<file path="config.mk">
export PLATFORM = sky130hd
export DESIGN_NAME = baud_clock_gen
export DESIGN_NICKNAME = d
export VERILOG_FILES = /design/src/rtl/baud_gen_pkg.sv /design/src/rtl/baud_div_shadow.sv /design/src/rtl/baud_phase_counter.sv /design/src/rtl/baud_wave_shaper.sv /design/src/rtl/baud_clock_gen.sv
export SDC_FILE = /design/constraint.sdc
export NUM_CORES = 1
export LEC_CHECK = 0
export BUFFER_PORTS_ARGS = -buffer_cell sky130_fd_sc_hd__buf_2
export CAP_MARGIN = 20
export CORE_ASPECT_RATIO = 0.9
export CORE_MARGIN = 2
export CORE_UTILIZATION = 50
export CTS_CLUSTER_SIZE = 8
export DETAILED_ROUTE_END_ITERATION = 12
export PLACE_DENSITY_LB_ADDON = 0.15
export REMOVE_ABC_BUFFERS = 1
export SETUP_SLACK_MARGIN = 0.15
export SLEW_MARGIN = 20
export SYNTH_ARGS = -nofsm -noshare
export SYNTH_HDL_FRONTEND = slang
export SYNTH_SLANG_ARGS = --single-unit
</file>
<file path="constraint.sdc">
create_clock -name clk_ref -period 4.5 [get_ports clk_ref]
set_input_delay 0.225 -clock clk_ref [delete_from_list [all_inputs] [get_ports clk_ref]]
set_output_delay 0.225 -clock clk_ref [all_outputs]
set_load 0.01 [all_outputs]
</file>
<file path="src/rtl/baud_gen_pkg.sv">
package baud_gen_pkg;

  // Number of reference cycles the output spends low in one period.
  function automatic int unsigned low_cycles(input int unsigned n);
    return (n == 32'd2) ? 32'd1 : 32'd2;
  endfunction

  // Registered output level for phase index c of a period of length n.
  function automatic logic phase_level(input int unsigned n, input int unsigned c);
    return (n >= 32'd2) && (c >= low_cycles(n));
  endfunction

  // True when a cycle ends the running period (idle and pass-through end every cycle).
  function automatic logic period_ends(input int unsigned n, input int unsigned c);
    return (n <= 32'd1) || (c == n - 32'd1);
  endfunction

endpackage

</file>
<file path="src/rtl/baud_div_shadow.sv">
module baud_div_shadow #(
  parameter int DIV_W = 16
) (
  input  logic             clk_ref,
  input  logic             rst_n,
  input  logic             load,
  input  logic [DIV_W-1:0] value,
  input  logic             take,
  output logic [DIV_W-1:0] pend,
  output logic             pend_v
);

  always_ff @(posedge clk_ref or negedge rst_n) begin
    if (!rst_n) begin
      pend   <= '0;
      pend_v <= 1'b0;
    end else if (load) begin
      pend   <= value;
      pend_v <= 1'b1;
    end else if (take) begin
      pend_v <= 1'b0;
    end
  end

  // a consumed value leaves nothing pending.
  p_take_clears_r8: assert property (@(posedge clk_ref) disable iff (!rst_n)
    (take && !load) |=> !pend_v);

  // a later load replaces whatever was pending.
  p_load_overwrites_r8: assert property (@(posedge clk_ref) disable iff (!rst_n)
    load |=> (pend_v && pend == $past(value)));

endmodule

</file>
<file path="src/rtl/baud_phase_counter.sv">
module baud_phase_counter
  import baud_gen_pkg::*;
#(
  parameter int DIV_W = 16
) (
  input  logic             clk_ref,
  input  logic             rst_n,
  input  logic [DIV_W-1:0] pend,
  input  logic             pend_v,
  output logic [DIV_W-1:0] act,
  output logic [DIV_W-1:0] cnt,
  output logic             boundary,
  output logic             take,
  output logic [DIV_W-1:0] div_nxt,
  output logic [DIV_W-1:0] cnt_nxt
);

  always_comb begin
    boundary = period_ends(32'(act), 32'(cnt));
    take     = boundary && pend_v;
    div_nxt  = take ? pend : act;
    cnt_nxt  = boundary ? '0 : cnt + DIV_W'(1);
  end

  always_ff @(posedge clk_ref or negedge rst_n) begin
    if (!rst_n) begin
      act <= '0;
      cnt <= '0;
    end else begin
      act <= div_nxt;
      cnt <= cnt_nxt;
    end
  end

  // phase index stays inside the running period.
  p_cnt_in_period_r3: assert property (@(posedge clk_ref) disable iff (!rst_n)
    (act >= DIV_W'(2)) |-> (cnt < act));

  // the running ratio only changes at a period boundary.
  p_ratio_held_r2: assert property (@(posedge clk_ref) disable iff (!rst_n)
    !boundary |=> (act == $past(act)));

endmodule

</file>
<file path="src/rtl/baud_wave_shaper.sv">
module baud_wave_shaper
  import baud_gen_pkg::*;
#(
  parameter int DIV_W = 16
) (
  input  logic             clk_ref,
  input  logic             rst_n,
  input  logic [DIV_W-1:0] act,
  input  logic [DIV_W-1:0] div_nxt,
  input  logic [DIV_W-1:0] cnt_nxt,
  output logic             baud_clk,
  output logic             baud_tick
);

  logic baud_q;
  logic tick_q;
  logic pass_ref;

  always_ff @(posedge clk_ref or negedge rst_n) begin
    if (!rst_n) begin
      baud_q <= 1'b0;
      tick_q <= 1'b0;
    end else begin
      baud_q <= phase_level(32'(div_nxt), 32'(cnt_nxt));
      tick_q <= (div_nxt != '0) && (cnt_nxt == '0);
    end
  end

  assign pass_ref  = (act == DIV_W'(1));
  assign baud_clk  = pass_ref ? clk_ref : baud_q;
  assign baud_tick = tick_q;

  // a tick always falls in the low phase of the registered waveform.
  p_tick_in_low_r6: assert property (@(posedge clk_ref) disable iff (!rst_n)
    tick_q |-> !baud_q);

endmodule

</file>
<file path="src/rtl/baud_clock_gen.sv">
module baud_clock_gen #(
  parameter int DIV_W = 16
) (
  input  logic             clk_ref,
  input  logic             rst_n,
  input  logic [DIV_W-1:0] div_value,
  input  logic             div_load,
  output logic             baud_clk,
  output logic             baud_tick
);

  logic [DIV_W-1:0] pend;
  logic             pend_v;
  logic [DIV_W-1:0] act;
  logic [DIV_W-1:0] cnt;
  logic             boundary;
  logic             take;
  logic [DIV_W-1:0] div_nxt;
  logic [DIV_W-1:0] cnt_nxt;

  baud_div_shadow #(.DIV_W(DIV_W)) u_shadow (
    .clk_ref (clk_ref),
    .rst_n   (rst_n),
    .load    (div_load),
    .value   (div_value),
    .take    (take),
    .pend    (pend),
    .pend_v  (pend_v)
  );

  baud_phase_counter #(.DIV_W(DIV_W)) u_counter (
    .clk_ref  (clk_ref),
    .rst_n    (rst_n),
    .pend     (pend),
    .pend_v   (pend_v),
    .act      (act),
    .cnt      (cnt),
    .boundary (boundary),
    .take     (take),
    .div_nxt  (div_nxt),
    .cnt_nxt  (cnt_nxt)
  );

  baud_wave_shaper #(.DIV_W(DIV_W)) u_shaper (
    .clk_ref   (clk_ref),
    .rst_n     (rst_n),
    .act       (act),
    .div_nxt   (div_nxt),
    .cnt_nxt   (cnt_nxt),
    .baud_clk  (baud_clk),
    .baud_tick (baud_tick)
  );

  // a parked generator is silent.
  p_parked_quiet_r7: assert property (@(posedge clk_ref) disable iff (!rst_n)
    (act == '0) |-> (!baud_tick && !baud_clk));

  // the cycle after a tick is still low when N >= 3.
  p_low_two_r3: assert property (@(posedge clk_ref) disable iff (!rst_n)
    (baud_tick && act >= DIV_W'(3)) |=> (!baud_clk && !baud_tick));

  // with N = 2 the output alternates every cycle.
  p_half_rate_r4: assert property (@(posedge clk_ref) disable iff (!rst_n)
    (baud_tick && act == DIV_W'(2) && !pend_v) |=> (baud_clk && !baud_tick));

endmodule

</file>
==> flow_summary.json <==
{
  "post-route-drc-count": 0,
  "vdd_drop_max_mv": 0.2908,
  "cts_tree": "built",
  "p_leak_nw": 1.446,
  "finalCriticalPeriod_ns": 3.994,
  "syn-cell-area_mm2": 0.003209,
  "slew_headroom_pct": 56.52,
  "ant_nets": 0,
  "totalWireLength_mm": 7.042,
  "hold_viol": 0,
  "crit_type": "reg2reg",
  "p_clk_share_pct": 19.3,
  "critPathBufInv": 1,
  "max-cap-violations": 0,
  "synthCells": 313,
  "die_area_mm2": 0.007076,
  "final_cell_mix": "dfrtp_1, nor2_1, mux2_2, xnor2_1, buf_2",
  "grt_pass1_vias": 2266,
  "slew_viol_final": 0,
  "synthArstFlopShare_pct": 100.0,
  "ys_seq_area_share_pct": 39.77,
  "endpoint_kind": "flop",
  "synth_cell_type_count": 68,
  "drive_gt1_share_pct": 27.05,
  "cp_top_family": "compound AO/OA/AOI/OAI gates",
  "place.port_buffers": 20,
  "finalSetupViolations": 0,
  "swShare_pct": 41.39,
  "fmax_mhz": 250.4,
  "start_util_pct": 52.20,
  "synth_flop_cell": "dfrtp_1",
  "grt_usage_pct": 21.48,
  "rsz0062_at_grt": "no",
  "place_area_mm2": 0.003313,
  "hold_path.class": "in2reg",
  "required_ns": 4.81,
  "nFillCells": 561,
  "coreArea_mm2": 0.006148,
  "setup_tns_ns": 0,
  "overflow": 0,
  "start_kind": "flop",
  "cp.arrival_ns": 4.31,
  "ys.warnings.count": 0,
  "p_sw_mw": 0.8590,
  "dr.pass1.iters": 4,
  "power_density_mw_per_mm2": 596.9,
  "fin_nets": 352,
  "crit_fanout": 7,
  "io_pins": 21,
  "die_width_um": 88.45,
  "pwr-share-seq_pct": 39.5,
  "status": "completed",
  "pwr-share-comb_pct": 41.2,
  "antenna_cells": 0,
  "grt_antenna_before_repair": 0,
  "slowest_delay_ns": 0.52,
  "die_h_um": 80.01,
  "cts.clk_slew.worst_paths_ns": 0.09,
  "via_count": 2399,
  "power.internal_mw": 1.216,
  "dp_hpwl_mm": 4.980,
  "crit_slowest_cell": "dfrtp_1",
  "final_common_cell": "dfrtp_1",
  "postCtsHoldBufs": 1,
  "insertion_delay_ns": 0.42,
  "post_drt_wl_per_cell_um": 16.93,
  "fin_area_mm2": 0.003477,
  "gp_congestion": 0.8817,
  "area_delta_synth_final_pct": 8.343,
  "grt_max_degree": 52,
  "rows": 27,
  "crit_top_cell": "ha_1",
  "drt_iter0_drc": 149,
  "vias_per_cell": 5.767,
  "cp_cell_sequence": "inv_1 > ha_1 > xor2_1 > o41ai_1 > o21ai_0 > a2111oi_4 > nand4_2 > a21oi_4 > mux2i_1 > ha_1 > nand2b_1 > a21oi_1 > a31o_2 > a211oi_1 > a211o_2",
  "avgSynthCellArea_um2": 10.25,
  "yosys_register_bits": 51,
  "grt_pass1_wl_mm": 11.56,
  "fin_crit_sh_pct": 88.75,
  "fin_skew_ns": 0.008010,
  "cts_resized": 0,
  "cts_setup_buffers": 0,
  "synth_edf_count": 0,
  "tightest_slew_ns": 0.6523
}
## power by group through the flow
stage | Clock [mW] | Combinational [mW] | Sequential, mW
2_1_floorplan | 0.00350 | 0.676 | 0.751
3_3_place_gp | 0.00514 | 0.826 | 0.821
3_5_place_dp | 0.00514 | 0.839 | 0.822
4_1_cts | 0.408 | 0.845 | 0.814
5_1_grt | 0.430 | 0.945 | 0.843
6_report | 0.401 | 0.856 | 0.819
## cell usage after synthesis (all sizes together), types with 5 or more instances
library cell | count | area [um2]
nor4 | 9 | 77.57
buf | 9 | 90.08
mux2 | 32 | 382.9
nand2 | 14 | 52.55
clkbuf | 10 | 37.54
dfrtp | 51 | 1276
nand3 | 14 | 75.07
nand4 | 7 | 50.05
inv | 7 | 26.28
xor2 | 7 | 61.31
o21ai | 5 | 25.02
nor3 | 12 | 65.06
and3 | 5 | 35.03
ha | 5 | 62.56
xnor2 | 21 | 183.9
a211oi | 5 | 37.54
nor2 | 32 | 120.1
## path summary, 6_finish.rpt
| check | start | end | slack (ns) | cells after the start |
|---|---|---|---|---|
| worst min register to register | u_shadow.pend[15]$_DFFE_PN0P_ | u_counter.act[15]$_DFF_PN0_ | 0.54 | 1 |
| max in group asynchronous | rst_n | u_shadow.pend[3]$_DFFE_PN0P_ | 3.61 | 3 |
| worst max-delay path | u_counter.act[0]$_DFF_PN0_ | u_shaper.baud_q$_DFF_PN0_ | 0.51 | 15 |
| worst min-delay path | div_value[5] | u_shadow.pend[5]$_DFFE_PN0P_ | 0.03 | 2 |
| min in group asynchronous | rst_n | u_shaper.baud_q$_DFF_PN0_ | 0.43 | 3 |
| worst max register to register | u_counter.act[0]$_DFF_PN0_ | u_shaper.baud_q$_DFF_PN0_ | 0.51 | 15 |
## worst register-to-register path, delay by kind of cell, from the launching register on
family,cells,cell delay [ns]
AOI/OAI and AO/OA,8,1.90
adders and majority gates,2,0.54
DFF,1,0.52
and+or+nand+nor,2,0.37
muxes,1,0.27
xor gates and xnor gates,1,0.18
buffers and inverters,1,0.13
## per-layer routing
layer | track usage [%] | share of wire (%) | wire, um | vias to the layer above
met2 | 29.55 | 43 | 3052 | 59
met5 | 0 | 0 | 0 | -
li1 | - | - | - | 1168
met3 | 5.998 | 4.6 | 323 | 11
met1 | 32.39 | 51 | 3572 | 1161
met4 | 6.667 | 1.3 | 95 | 0
## logic make-up after synthesis
| group | Yosys count | share of synthesized area, % |
|---|---|---|
| simple gates | 124 | 22.11 |
| xor+xnor | 28 | 7.641 |
| mux | 35 | 12.87 |
| fa+ha+maj | 5 | 1.949 |
| flops | 51 | 39.77 |
| buf+inv | 26 | 4.795 |
| compound gates | 44 | 10.88 |
## state kept, by name (all words and copies together) (netlist names)
signal,count
u_shadow.pend_v,1
u_shadow.pend,16
u_shaper.baud_tick,1
u_counter.cnt,16
u_counter.act,16
u_shaper.baud_q,1
## area by class of cell
cell class / instances / area (um2) / share of cell area, %
multi-input cells: 236 / 1779 / 51.17
clock inverters: 3 / 43.79 / 1.259
repair buffers: 23 / 127.6 / 3.670
flip-flops and latches: 51 / 1276 / 36.70
inverters: 7 / 26.28 / 0.7557
well taps: 87 / 108.9 / 3.131
clock buffers: 9 / 115.1 / 3.311
## stage by stage
stage          worst slack (ns)  total power [mW]  util, %  cells  hold WS (ns)
6_report                 0.5064             2.075    56.55    416       0.02786
5_1_grt                  0.3389             2.219    56.55    416       0.01337
4_1_cts                  0.5581             2.067    56.55    416       0.02549
3_5_place_dp             0.5884             1.666    53.89    404        0.3850
3_3_place_gp             0.7182             1.652    53.89    404        0.3860
2_1_floorplan            0.6012             1.431        -    294      -0.07059
Power figures use the tool's default switching activity.
